`src/rtl/vdma_pkg.sv`:
```
package vdma_pkg;

    typedef enum logic [2:0] {
        ST_IDLE,
        ST_ARMED,
        ST_BUS_RD,
        ST_VR_ADDR,
        ST_VR_DATA,
        ST_PUT_HI,
        ST_PUT_LO,
        ST_DONE
    } vdma_state_e;

    typedef enum logic [1:0] {
        OP_SYS2VID,
        OP_FILL,
        OP_VCOPY
    } vdma_op_e;

    function automatic vdma_op_e decode_op(input logic [1:0] field);
        vdma_op_e op;
        unique case (field)
            2'b10:   op = OP_FILL;
            2'b11:   op = OP_VCOPY;
            default: op = OP_SYS2VID;
        endcase
        return op;
    endfunction

endpackage

```
`src/rtl/vdma_cfg_latch.sv`:
```
module vdma_cfg_latch
    import vdma_pkg::*;
#(
    parameter int LEN_W = 16,
    parameter int INC_W = 8,
    parameter int SEL_W = 2
) (
    input  logic             clk,
    input  logic             rst_n,
    input  logic             load,
    input  logic [LEN_W-1:0] len_in,
    input  logic [INC_W-1:0] incr_in,
    input  logic [SEL_W-1:0] sel_in,
    input  vdma_op_e         op_in,
    output logic [LEN_W-1:0] len_q,
    output logic [INC_W-1:0] incr_q,
    output logic [SEL_W-1:0] sel_q,
    output vdma_op_e         op_q,
    output logic             zero_q,
    output logic [LEN_W-1:0] adv_amt
);
    localparam int PROD_W = LEN_W + INC_W;

    logic [PROD_W-1:0] prod;

    always_ff @(posedge clk or negedge rst_n) begin
        if (!rst_n) begin
            len_q  <= '0;
            incr_q <= '0;
            sel_q  <= '0;
            op_q   <= OP_SYS2VID;
            zero_q <= 1'b1;
        end else if (load) begin
            len_q  <= len_in;
            incr_q <= incr_in;
            sel_q  <= sel_in;
            op_q   <= op_in;
            zero_q <= (len_in == '0);
        end
    end

    always_comb begin
        prod    = PROD_W'(len_q) * PROD_W'(incr_q);
        adv_amt = prod[LEN_W:1];
    end
endmodule

```
`src/rtl/vdma_datapath.sv`:
```
module vdma_datapath #(
    parameter int LEN_W  = 16,
    parameter int INC_W  = 8,
    parameter int ADDR_W = 16,
    parameter int SRC_W  = 22,
    parameter int DATA_W = 16
) (
    input  logic              clk,
    input  logic              rst_n,
    input  logic              load,
    input  logic              step,
    input  logic              cap_en,
    input  logic [DATA_W-1:0] cap_word,
    input  logic [SRC_W-1:0]  src_in,
    input  logic [ADDR_W-1:0] dst_in,
    input  logic [INC_W-1:0]  incr_q,
    input  logic [LEN_W-1:0]  len_q,
    output logic [SRC_W-1:0]  src_q,
    output logic [ADDR_W-1:0] dst_q,
    output logic [DATA_W-1:0] word_q,
    output logic              last_word
);
    localparam int CNT_W = LEN_W + 1;
    localparam int BYTES_PER_WORD = DATA_W / 8;

    logic [CNT_W-1:0] cnt_q;
    logic [CNT_W-1:0] cnt_nxt;

    assign cnt_nxt   = cnt_q + CNT_W'(BYTES_PER_WORD);
    assign last_word = (cnt_nxt >= {1'b0, len_q});

    always_ff @(posedge clk or negedge rst_n) begin
        if (!rst_n) begin
            cnt_q <= '0;
            src_q <= '0;
            dst_q <= '0;
        end else if (load) begin
            cnt_q <= '0;
            src_q <= src_in;
            dst_q <= dst_in;
        end else if (step) begin
            cnt_q <= cnt_nxt;
            src_q <= src_q + SRC_W'(BYTES_PER_WORD);
            dst_q <= dst_q + ADDR_W'(incr_q);
        end
    end

    always_ff @(posedge clk or negedge rst_n) begin
        if (!rst_n)      word_q <= '0;
        else if (cap_en) word_q <= cap_word;
    end
endmodule

```
`src/rtl/vdma_fsm.sv`:
```
module vdma_fsm
    import vdma_pkg::*;
(
    input  logic     clk,
    input  logic     rst_n,
    input  logic     start_i,
    input  vdma_op_e op_in,
    input  logic     zero_in,
    input  vdma_op_e op_q,
    input  logic     zero_q,
    input  logic     data_wr_i,
    input  logic     bus_ack_i,
    input  logic     last_word,
    output logic     load,
    output logic     step,
    output logic     cap_bus,
    output logic     cap_vr,
    output logic     cap_fill,
    output logic     bus_req,
    output logic     vr_en,
    output logic     vw_en,
    output logic     byte_hi,
    output logic     adv,
    output logic     busy
);
    vdma_state_e state_q, state_d;

    always_ff @(posedge clk or negedge rst_n) begin
        if (!rst_n) state_q <= ST_IDLE;
        else        state_q <= state_d;
    end

    always_comb begin
        state_d = state_q;
        unique case (state_q)
            ST_IDLE: begin
                if (start_i) begin
                    if (op_in == OP_FILL) state_d = ST_ARMED;
                    else if (zero_in)     state_d = ST_DONE;
                    else if (op_in == OP_VCOPY) state_d = ST_VR_ADDR;
                    else                  state_d = ST_BUS_RD;
                end
            end
            ST_ARMED:   if (data_wr_i) state_d = zero_q ? ST_DONE : ST_PUT_HI;
            ST_BUS_RD:  if (bus_ack_i) state_d = ST_PUT_HI;
            ST_VR_ADDR: state_d = ST_VR_DATA;
            ST_VR_DATA: state_d = ST_PUT_HI;
            ST_PUT_HI:  state_d = ST_PUT_LO;
            ST_PUT_LO: begin
                if (last_word)            state_d = ST_DONE;
                else if (op_q == OP_FILL) state_d = ST_PUT_HI;
                else if (op_q == OP_VCOPY) state_d = ST_VR_ADDR;
                else                      state_d = ST_BUS_RD;
            end
            ST_DONE:    state_d = ST_IDLE;
            default:    state_d = ST_IDLE;
        endcase
    end

    always_comb begin
        load     = 1'b0;
        step     = 1'b0;
        cap_bus  = 1'b0;
        cap_vr   = 1'b0;
        cap_fill = 1'b0;
        bus_req  = 1'b0;
        vr_en    = 1'b0;
        vw_en    = 1'b0;
        byte_hi  = 1'b0;
        adv      = 1'b0;
        busy     = 1'b1;
        unique case (state_q)
            ST_IDLE: begin
                busy = 1'b0;
                load = start_i;
            end
            ST_ARMED:   cap_fill = data_wr_i;
            ST_BUS_RD: begin
                bus_req = 1'b1;
                cap_bus = bus_ack_i;
            end
            ST_VR_ADDR: vr_en = 1'b1;
            ST_VR_DATA: cap_vr = 1'b1;
            ST_PUT_HI: begin
                vw_en   = 1'b1;
                byte_hi = 1'b1;
            end
            ST_PUT_LO: begin
                vw_en = 1'b1;
                step  = 1'b1;
            end
            ST_DONE:    adv = 1'b1;
            default:    busy = 1'b0;
        endcase
    end
endmodule

```
`src/rtl/vdma_engine.sv`:
```
module vdma_engine
    import vdma_pkg::*;
#(
    parameter int LEN_W  = 16,
    parameter int INC_W  = 8,
    parameter int ADDR_W = 16,
    parameter int SRC_W  = 22,
    parameter int DATA_W = 16,
    parameter int SEL_W  = 2
) (
    input  logic              clk,
    input  logic              rst_n,
    input  logic              start_i,
    input  logic [ADDR_W-1:0] dest_addr_i,
    input  logic [SEL_W-1:0]  target_sel_i,
    input  logic [7:0]        len_lo_i,
    input  logic [7:0]        len_hi_i,
    input  logic [7:0]        src_lo_i,
    input  logic [7:0]        src_mid_i,
    input  logic [7:0]        src_hi_i,
    input  logic [INC_W-1:0]  incr_i,
    input  logic              data_wr_i,
    input  logic [DATA_W-1:0] data_i,
    output logic              fill_take_o,
    output logic              bus_req_o,
    output logic [SRC_W-1:0]  bus_addr_o,
    input  logic              bus_ack_i,
    input  logic [DATA_W-1:0] bus_data_i,
    output logic              vr_en_o,
    output logic [ADDR_W-1:0] vr_addr_o,
    input  logic [DATA_W-1:0] vr_data_i,
    output logic              vw_en_o,
    output logic [SEL_W-1:0]  vw_sel_o,
    output logic [ADDR_W-1:0] vw_addr_o,
    output logic [7:0]        vw_byte_o,
    output logic              busy_o,
    output logic              adv_o,
    output logic [LEN_W-1:0]  adv_amt_o
);
    localparam int HI_SRC_BITS = SRC_W - 16;

    vdma_op_e          op_in, op_q;
    logic              zero_in, zero_q;
    logic [LEN_W-1:0]  len_in, len_q;
    logic [INC_W-1:0]  incr_q;
    logic [SRC_W-1:0]  src_in, src_q;
    logic [ADDR_W-1:0] dst_q;
    logic [DATA_W-1:0] word_q, cap_word;
    logic              load, step, cap_bus, cap_vr, cap_fill;
    logic              byte_hi, last_word;

    assign op_in   = decode_op(src_hi_i[7:6]);
    assign len_in  = LEN_W'({len_hi_i, len_lo_i});
    assign zero_in = (len_in == '0);
    // copy uses only the two low source bytes as a VRAM address
    assign src_in  = (op_in == OP_VCOPY)
                   ? SRC_W'({src_mid_i, src_lo_i})
                   : {src_hi_i[HI_SRC_BITS-1:0], src_mid_i, src_lo_i};

    always_comb begin
        unique case (1'b1)
            cap_bus:  cap_word = bus_data_i;
            cap_vr:   cap_word = vr_data_i;
            cap_fill: cap_word = data_i;
            default:  cap_word = word_q;
        endcase
    end

    vdma_cfg_latch #(.LEN_W(LEN_W), .INC_W(INC_W), .SEL_W(SEL_W)) cfg_i (
        .clk(clk), .rst_n(rst_n), .load(load),
        .len_in(len_in), .incr_in(incr_i), .sel_in(target_sel_i), .op_in(op_in),
        .len_q(len_q), .incr_q(incr_q), .sel_q(vw_sel_o), .op_q(op_q),
        .zero_q(zero_q), .adv_amt(adv_amt_o)
    );

    vdma_datapath #(.LEN_W(LEN_W), .INC_W(INC_W), .ADDR_W(ADDR_W),
                    .SRC_W(SRC_W), .DATA_W(DATA_W)) dp_i (
        .clk(clk), .rst_n(rst_n), .load(load), .step(step),
        .cap_en(cap_bus | cap_vr | cap_fill), .cap_word(cap_word),
        .src_in(src_in), .dst_in(dest_addr_i), .incr_q(incr_q), .len_q(len_q),
        .src_q(src_q), .dst_q(dst_q), .word_q(word_q), .last_word(last_word)
    );

    vdma_fsm fsm_i (
        .clk(clk), .rst_n(rst_n), .start_i(start_i),
        .op_in(op_in), .zero_in(zero_in), .op_q(op_q), .zero_q(zero_q),
        .data_wr_i(data_wr_i), .bus_ack_i(bus_ack_i), .last_word(last_word),
        .load(load), .step(step), .cap_bus(cap_bus), .cap_vr(cap_vr),
        .cap_fill(cap_fill), .bus_req(bus_req_o), .vr_en(vr_en_o),
        .vw_en(vw_en_o), .byte_hi(byte_hi), .adv(adv_o), .busy(busy_o)
    );

    assign fill_take_o = cap_fill;
    assign bus_addr_o  = src_q;
    assign vr_addr_o   = src_q[ADDR_W-1:0];
    assign vw_addr_o   = byte_hi ? dst_q : dst_q + ADDR_W'(1);
    assign vw_byte_o   = byte_hi ? word_q[DATA_W-1:DATA_W-8] : word_q[7:0];
endmodule

```
`config.mk`:
```
export PLATFORM = sky130hd
export DESIGN_NAME = vdma_engine
export DESIGN_NICKNAME = d
export VERILOG_FILES = /design/src/rtl/vdma_pkg.sv /design/src/rtl/vdma_cfg_latch.sv /design/src/rtl/vdma_datapath.sv /design/src/rtl/vdma_fsm.sv /design/src/rtl/vdma_engine.sv
export SDC_FILE = /design/constraint.sdc
export NUM_CORES = 1
export LEC_CHECK = 0
export ABC_AREA = 1
export CORE_ASPECT_RATIO = 1.5
export CORE_MARGIN = 2
export CORE_UTILIZATION = 39
export DETAILED_ROUTE_END_ITERATION = 16
export PLACE_DENSITY = 0.66
export SETUP_SLACK_MARGIN = 0.1
export SLEW_MARGIN = 30
export SYNTH_ARGS = -nofsm -noshare
export SYNTH_HDL_FRONTEND = slang
export SYNTH_SLANG_ARGS = --single-unit
```
`constraint.sdc`:
```
create_clock -name clk -period 5.14 [get_ports clk]
set_input_delay 1.028 -clock clk [delete_from_list [all_inputs] [get_ports clk]]
set_output_delay 1.028 -clock clk [all_outputs]
set_load 0.01 [all_outputs]
```
==> qor.txt, run 1 <==
Crit-path cells -> buf_6 > buf_4 > nand2_2 > inv_2 > fa_1 > inv_1 > fa_1 > inv_2 > fa_1 > inv_1 > fa_1 > inv_2 > ha_4 > nand2_4 > nor2_4 > or3b_4 > o2111ai_4 > xor2_1 > buf_2
Area grow syn2layout -> 37.82%
Tcrit/Tclk final -> 1.077
Ys async rst share -> 1.000
Synth Area per Inst -> 7.486 sq um
RSZ-0062 raised after global routing -> yes
Post-synth EDFFs -> 0
Via density -> 4.948
Nets -> 1,787
GRT Total Usage -> 0.2150
GPL Wtd Cong -> 0.8745
Violated checks -> setup timing
Fraction of layout instances using a drive strength above 1 -> 0.1750
Post-synthesis sequential area ratio -> 0.2636
Cells after Synth -> 1,294
Arr. time, crit path -> 4510 ps
Final Setup Violations -> 10
Post-layout instance area -> 13,350 sq um
Max-slew violation count -> 0
First-pass GRT wire length -> 45,680 microns
Area of the core -> 24,440 sq um
TNS Setup -> -2210 ps
Vias in the first global route -> 9,756
Antenna-violating nets left -> 0
I/O pin count -> 205
Hold crit path type -> reg -> reg
Reg2Reg Launch Point -> cfg_i.incr_q[0]$_DFFE_PN0P_
Clock skew -> 9.776 ps
Floorplan die width -> 132.7 microns
# DRC -> 0
Worst slew margin -> 0.3942
Vias -> 9,292
Syn Std Cell Area -> 9687 sq um
Largest net degree at the start of global routing -> 69
CTS tree -> yes
CP max-delay cell -> fa_1
CP endpoint kind -> output pin
Placed wire-length estimate -> 21,500 microns
Wirelength, routed -> 27,920 microns
Worst R2R Path Depth -> 16
Crit path launch type -> flop
Critical path's most frequent cell -> fa_1
Antenna diodes -> 0
Remaining global-route overflow -> 0
Antenna violations before repair -> 0
Clk_lat worst skew -> 360 ps
Ys Warns -> 0
CP required -> 4110 ps
Die area -> 26,140 sq um
Final hold violation count -> 0
Max Cap Viol -> 0
Chip height -> 197.0 microns
H-tree depth -> 3
Clock buffer depth -> 2
Worst Path Class, Setup -> reg -> out
Synth Net Count -> 1,532
Hold EP -> cfg_i.sel_q[0]$_DFFE_PN0P_
Min-delay src -> cfg_i.sel_q[0]$_DFFE_PN0P_
Final Worst Setup Slack -> -396.9 ps
Critical path's largest stage delay -> 500 ps
Status -> finished with violations
Slew at the pin with the worst max-slew slack -> 907.7 ps
FF+latch count, synth -> 102
Initial core utilization -> 0.3964
Hold path cells -> 2
Initial drt markers -> 436
CTS root buffer -> clkbuf_16
Synth cell types -> 57
Buffers on Ports -> 204
CTS buffer count -> 9
Rows -> 70
Avg WL per Cell -> 14.87 microns
Most used DFF post-synth -> dfrtp_1
# clock sinks -> 102
Fmax -> 180.6 MHz
1st-pass router iterations -> 5
Clock transition at path regs -> 80 ps
Fin crit period -> 5537 ps
R2R Path End -> dp_i.dst_q[14]$_DFFE_PN0N_
CP Max Fanout -> 4
Placed instance area -> 12,480 sq um
R2R setup slack -> 2070 ps
==> sequential cells by signal (all words and copies together), names as in the netlist <==
register	flops
dp_i.word_q	16
dp_i.src_q	22
dp_i.cnt_q	16
cfg_i.incr_q	8
fsm_i.state_q	3
dp_i.dst_q	16
cfg_i.zero_q	1
cfg_i.op_q	2
cfg_i.sel_q	2
cfg_i.len_q	16
==> timing repair <==
item | 4_1_cts | 5_1_grt
pin swaps | 75 | 38
hold buffers | 0 | 0
setup endpoints to repair | 12 | 13
setup buffers | 27 | 10
gates resized for setup | 131 | 41
==> stage by stage <==
stage          utilization  worst slack (ps)  instances  hold WS (ps)
2_1_floorplan            -             105.2       1294         448.3
6_report            0.5463            -396.9       1878         483.2
3_3_place_gp        0.5105            -502.4       1831         459.9
4_1_cts             0.5396            -415.7       1872         483.3
5_1_grt             0.5463            -552.3       1878         514.6
3_5_place_dp        0.5105            -570.0       1831         466.9
==> cell usage after synthesis, types with 4 or more instances <==
cell        n  area, sq um
buf_4      19        142.6
o221ai_1    5        43.79
o21ai_1     5        25.02
nand4_1     8        50.05
xor2_1     41        359.1
xnor2_1    20        175.2
nor3_1     23        115.1
o211ai_1   11        82.58
a211oi_1    4        30.03
nor3_2      4        40.04
a31oi_1    14        87.58
clkbuf_1   31        116.4
a32oi_1     7        61.31
ha_1       52        650.6
inv_2       7        26.28
inv_1     242        908.4
o21ai_0    80        400.4
a21oi_1    46        230.2
buf_2      16        80.08
nand3_1    30        150.1
nand2_1   329         1235
dfrtp_1   101         2527
fa_1       67         1341
nor2_2      8        50.05
o22ai_1    14        87.58
a21o_1      4        30.03
nor2_1     61        229.0
==> layout make-up <==
| type | instances | area, sq um |
|---|---|---|
| inverters | 251 | 947.2 |
| clock buffers | 9 | 225.2 |
| clock inverters | 7 | 57.56 |
| repair buffers | 313 | 2909 |
| multi-input cells | 872 | 6243 |
| flip-flops and latches | 102 | 2562 |
| fillers | 2273 | 11090 |
| well taps | 324 | 405.4 |
==> routing by layer <==
metal	up-vias	part of all wire	global-route usage	routed length, microns
met1	4439	0.37	0.2193	10190
met3	53	0.056	0.03721	1564
li1	4544	-	-	-
met4	0	0.026	0.07845	729
met2	256	0.55	0.4302	15430
met5	-	0	0	0
==> critical path, delay by kind of cell, from the launching register on <==
family	cells	cell delay [ps]
simple gates	4	580
buf+inv	8	640
compound gates	1	80
xor+xnor	1	160
fa+ha+maj	5	2230
flops	1	470
==> kinds of logic (layout without fill, tap and decap cells) <==
logic type	after synthesis	in the layout	synth area share
buf+inv	320	580	0.1348
flops	102	102	0.2636
simple gates	487	487	0.2161
fa+ha+maj	119	119	0.2056
xor+xnor	61	61	0.05515
compound gates	205	205	0.1246
==> cells in the final DEF (no fill, tap or decap), types with 29 or more instances in the layout <==
cell type	n
nand2_1	305
inv_1	214
ha_1	42
inv_2	35
clkdlybuf4s50_1	191
nand3_1	29
xor2_1	41
buf_4	86
dfrtp_1	94
o21ai_0	77
fa_1	62
a21oi_1	39
nor2_1	59
==> how the worst max path moves through the flow <==
stage	from	to	slack, ps	cells past startpoint
2_1_floorplan	cfg_i.incr_q[7]$_DFFE_PN0P_	adv_amt_o[14]	110	17
3_3_place_gp	cfg_i.incr_q[6]$_DFFE_PN0P_	adv_amt_o[15]	-500	16
3_5_place_dp	cfg_i.incr_q[4]$_DFFE_PN0P_	adv_amt_o[15]	-570	16
4_1_cts	cfg_i.incr_q[2]$_DFFE_PN0P_	adv_amt_o[14]	-420	18
5_1_grt	cfg_i.incr_q[4]$_DFFE_PN0P_	adv_amt_o[14]	-550	19
6_report	cfg_i.incr_q[4]$_DFFE_PN0P_	adv_amt_o[14]	-400	19
Power of run 1 is left out: the tool's default activity adds up to more than one toggle a clock period on the data nets, which glitch-free logic cannot reach.
==> run 2: changes to the inputs <==
CAP_MARGIN = 20   (was default)
CORE_UTILIZATION = 25   (was 39)
PLACE_DENSITY = default   (was 0.66)
==> qor.txt, run 2 (synthesis results as in run 1) <==
Reg with most FFs -> dp_i.src_q
CTS tree -> yes
Floorplan die width -> 164.7 microns (+24%)
Fin cells -> 2,042 (+8.7%)
Arr. time, crit path -> 4470 ps (-40 ps)
Crit path launch type -> flop
Max Cap Viol -> 0 (unchanged)
Fin crit period -> 5497 ps (-40.02 ps)
Placed wire-length estimate -> 23,890 microns (+11%)
Vias -> 9,173 (-1.3%)
Initial core utilization -> 0.2528 (-0.1436)
1st-pass router iterations -> 4 (-1)
Area of the core -> 38,320 sq um (+57%)
Vias in the first global route -> 9,591 (-1.7%)
GPL Wtd Cong -> 0.8631 (-1.3%)
Die area -> 40,370 sq um (+54%)
Fraction of layout instances using a drive strength above 1 -> 0.1617 (-0.01332)
Post-Place Cells -> 1,997 (+9.1%)
Buffers on Ports -> 204 (unchanged)
H-tree depth -> 3 (unchanged)
CP Max Fanout -> 6 (+2)
Fmax -> 181.9 MHz (+0.73%)
Clk_lat worst skew -> 360 ps (about the same)
Wirelength, routed -> 30,540 microns (+9.4%)
Critical path's most frequent cell -> fa_1
# DRC -> 0 (unchanged)
Final Setup Violations -> 9 (-1)
CP required -> 4110 ps (about the same)
# clock sinks -> 102 (unchanged)
Register Area -> 2570 sq um (+0.29%)
Area of the multi-input gates -> 6168 sq um (-1.2%)
Post-layout instance area -> 13,490 sq um (+1.0%)
Placed instance area -> 12,650 sq um (+1.4%)
Via density -> 4.492 (-9.2%)
First-pass GRT wire length -> 48,960 microns (+7.2%)
Slew at the pin with the worst max-slew slack -> 914.9 ps (+7.159 ps)
Remaining global-route overflow -> 0 (unchanged)
GRT Total Usage -> 0.1530 (-0.06196)
CP max-delay cell -> fa_1
# fillers -> 3,986 (+75%)
Status -> finished with violations
Tcrit/Tclk final -> 1.069 (-0.007786)
CTS buffer count -> 9 (unchanged)
Final hold violation count -> 0 (unchanged)
Crit-path cells -> buf_6 > nand2_2 > inv_2 > fa_1 > inv_1 > fa_1 > inv_1 > fa_1 > inv_1 > fa_1 > inv_2 > ha_4 > nand2_4 > nor2_4 > or3b_4 > o2111ai_4 > xor2_1 > buf_2
Clock skew -> 8.684 ps (-1.091 ps)
I/O pin count -> 205 (unchanged)
Area grow syn2layout -> 39.27%
Commonest cells after routing, fill and taps aside -> nand2_1 (317), inv_1 (222), clkdlybuf4s50_1 (191), dfrtp_1 (88), buf_4 (88)
Antenna violations before repair -> 1 (+1)
CTS root buffer -> clkbuf_16
Antenna-violating nets left -> 0 (unchanged)
Hold crit path type -> reg -> reg
Rows -> 88 (+26%)
Max-slew violation count -> 0 (unchanged)
CP top delay family -> adder cells
Clock transition at path regs -> 70 ps (about the same)
Nets -> 1,779 (-0.45%)
CP endpoint kind -> output pin
Worst R2R Path Depth -> 21 (+5)
TNS Setup -> -1641 ps (+568.9 ps)
Avg WL per Cell -> 14.95 microns (+0.60%)
Critical path's largest stage delay -> 530 ps (+30 ps)
Bufs and invs on worst path -> 7 (-1)
Critical path depth in cells -> 18 (-1)
Largest net degree at the start of global routing -> 69 (unchanged)
Clock buffer depth -> 2 (unchanged)
Hold path cells -> 2 (unchanged)
Initial drt markers -> 378 (-13%)
Largest register FFs -> 22 (unchanged)
Final Worst Setup Slack -> -356.8 ps (+40.02 ps)
Worst Path Class, Setup -> reg -> out
Violated checks -> setup timing
RSZ-0062 raised after global routing -> yes
Chip height -> 245.1 microns (+24%)
Commonest non-fill, non-tap cell in the layout -> nand2_1
Worst slew margin -> 0.3894 (-0.004778)
-- run 2: per-stage QoR --
stage                     hold WS [ps]  setup WS (ps)    util
after global routing             515.3         -506.1  0.3521
after CTS                        481.1         -366.4  0.3497
after detailed placement         462.1         -627.3  0.3302
after global placement           459.1         -552.9  0.3302
final                            480.9         -356.8  0.3521
after floorplan                  448.3          105.2       -
-- run 2: tightest hold or removal path: stages (launching register included) --
cell     delay (ps)
dfrtp_1         350
nand2_1          50
nand2_1          50
-- run 2: path summary, 6_finish.rpt --
path                                             start                            to  slack, ps
setup / recovery           cfg_i.incr_q[4]$_DFFE_PN0P_                 adv_amt_o[14]       -360
hold / removal              cfg_i.sel_q[1]$_DFFE_PN0P_    cfg_i.sel_q[1]$_DFFE_PN0P_        480
setup reg to reg             dp_i.cnt_q[2]$_DFFE_PN0N_  fsm_i.state_q[1]$_DFFE_PN0P_       2030
hold reg to reg             cfg_i.sel_q[1]$_DFFE_PN0P_    cfg_i.sel_q[1]$_DFFE_PN0P_        480
max in group asynchronous                        rst_n    cfg_i.len_q[9]$_DFFE_PN0P_       3530
min in group asynchronous                        rst_n    cfg_i.sel_q[1]$_DFFE_PN0P_        680
-- run 2: repair_timing --
item	4_1_cts	5_1_grt
setup buffers	22	6
endpoints found under the setup margin	12	12
hold buffers	0	0
pin swaps	61	29
gates resized for setup	121	24
-- run 2: routing by layer --
layer / routed length, microns / share of wire / vias to the layer above / track usage
met2: 16620 / 0.54 / 196 / 0.2934
met3: 1216 / 0.040 / 33 / 0.01893
met5: 0 / 0 / - / 0
li1: - / - / 4529 / -
met1: 11920 / 0.39 / 4415 / 0.1703
met4: 784 / 0.026 / 0 / 0.05345
-- run 2: final cells by class --
class / instances / share of cell area
Tap cell: 495 / 0.04591
Multi-Input combinational cell: 872 / 0.4572
Inverter: 251 / 0.07021
Clock buffer: 10 / 0.01771
Antenna cell: 1 / 0.0001855
Timing Repair Buffer: 305 / 0.2084
Sequential cell: 102 / 0.1905
Clock inverter: 6 / 0.009831
Power of run 2 is left out for the same reason.
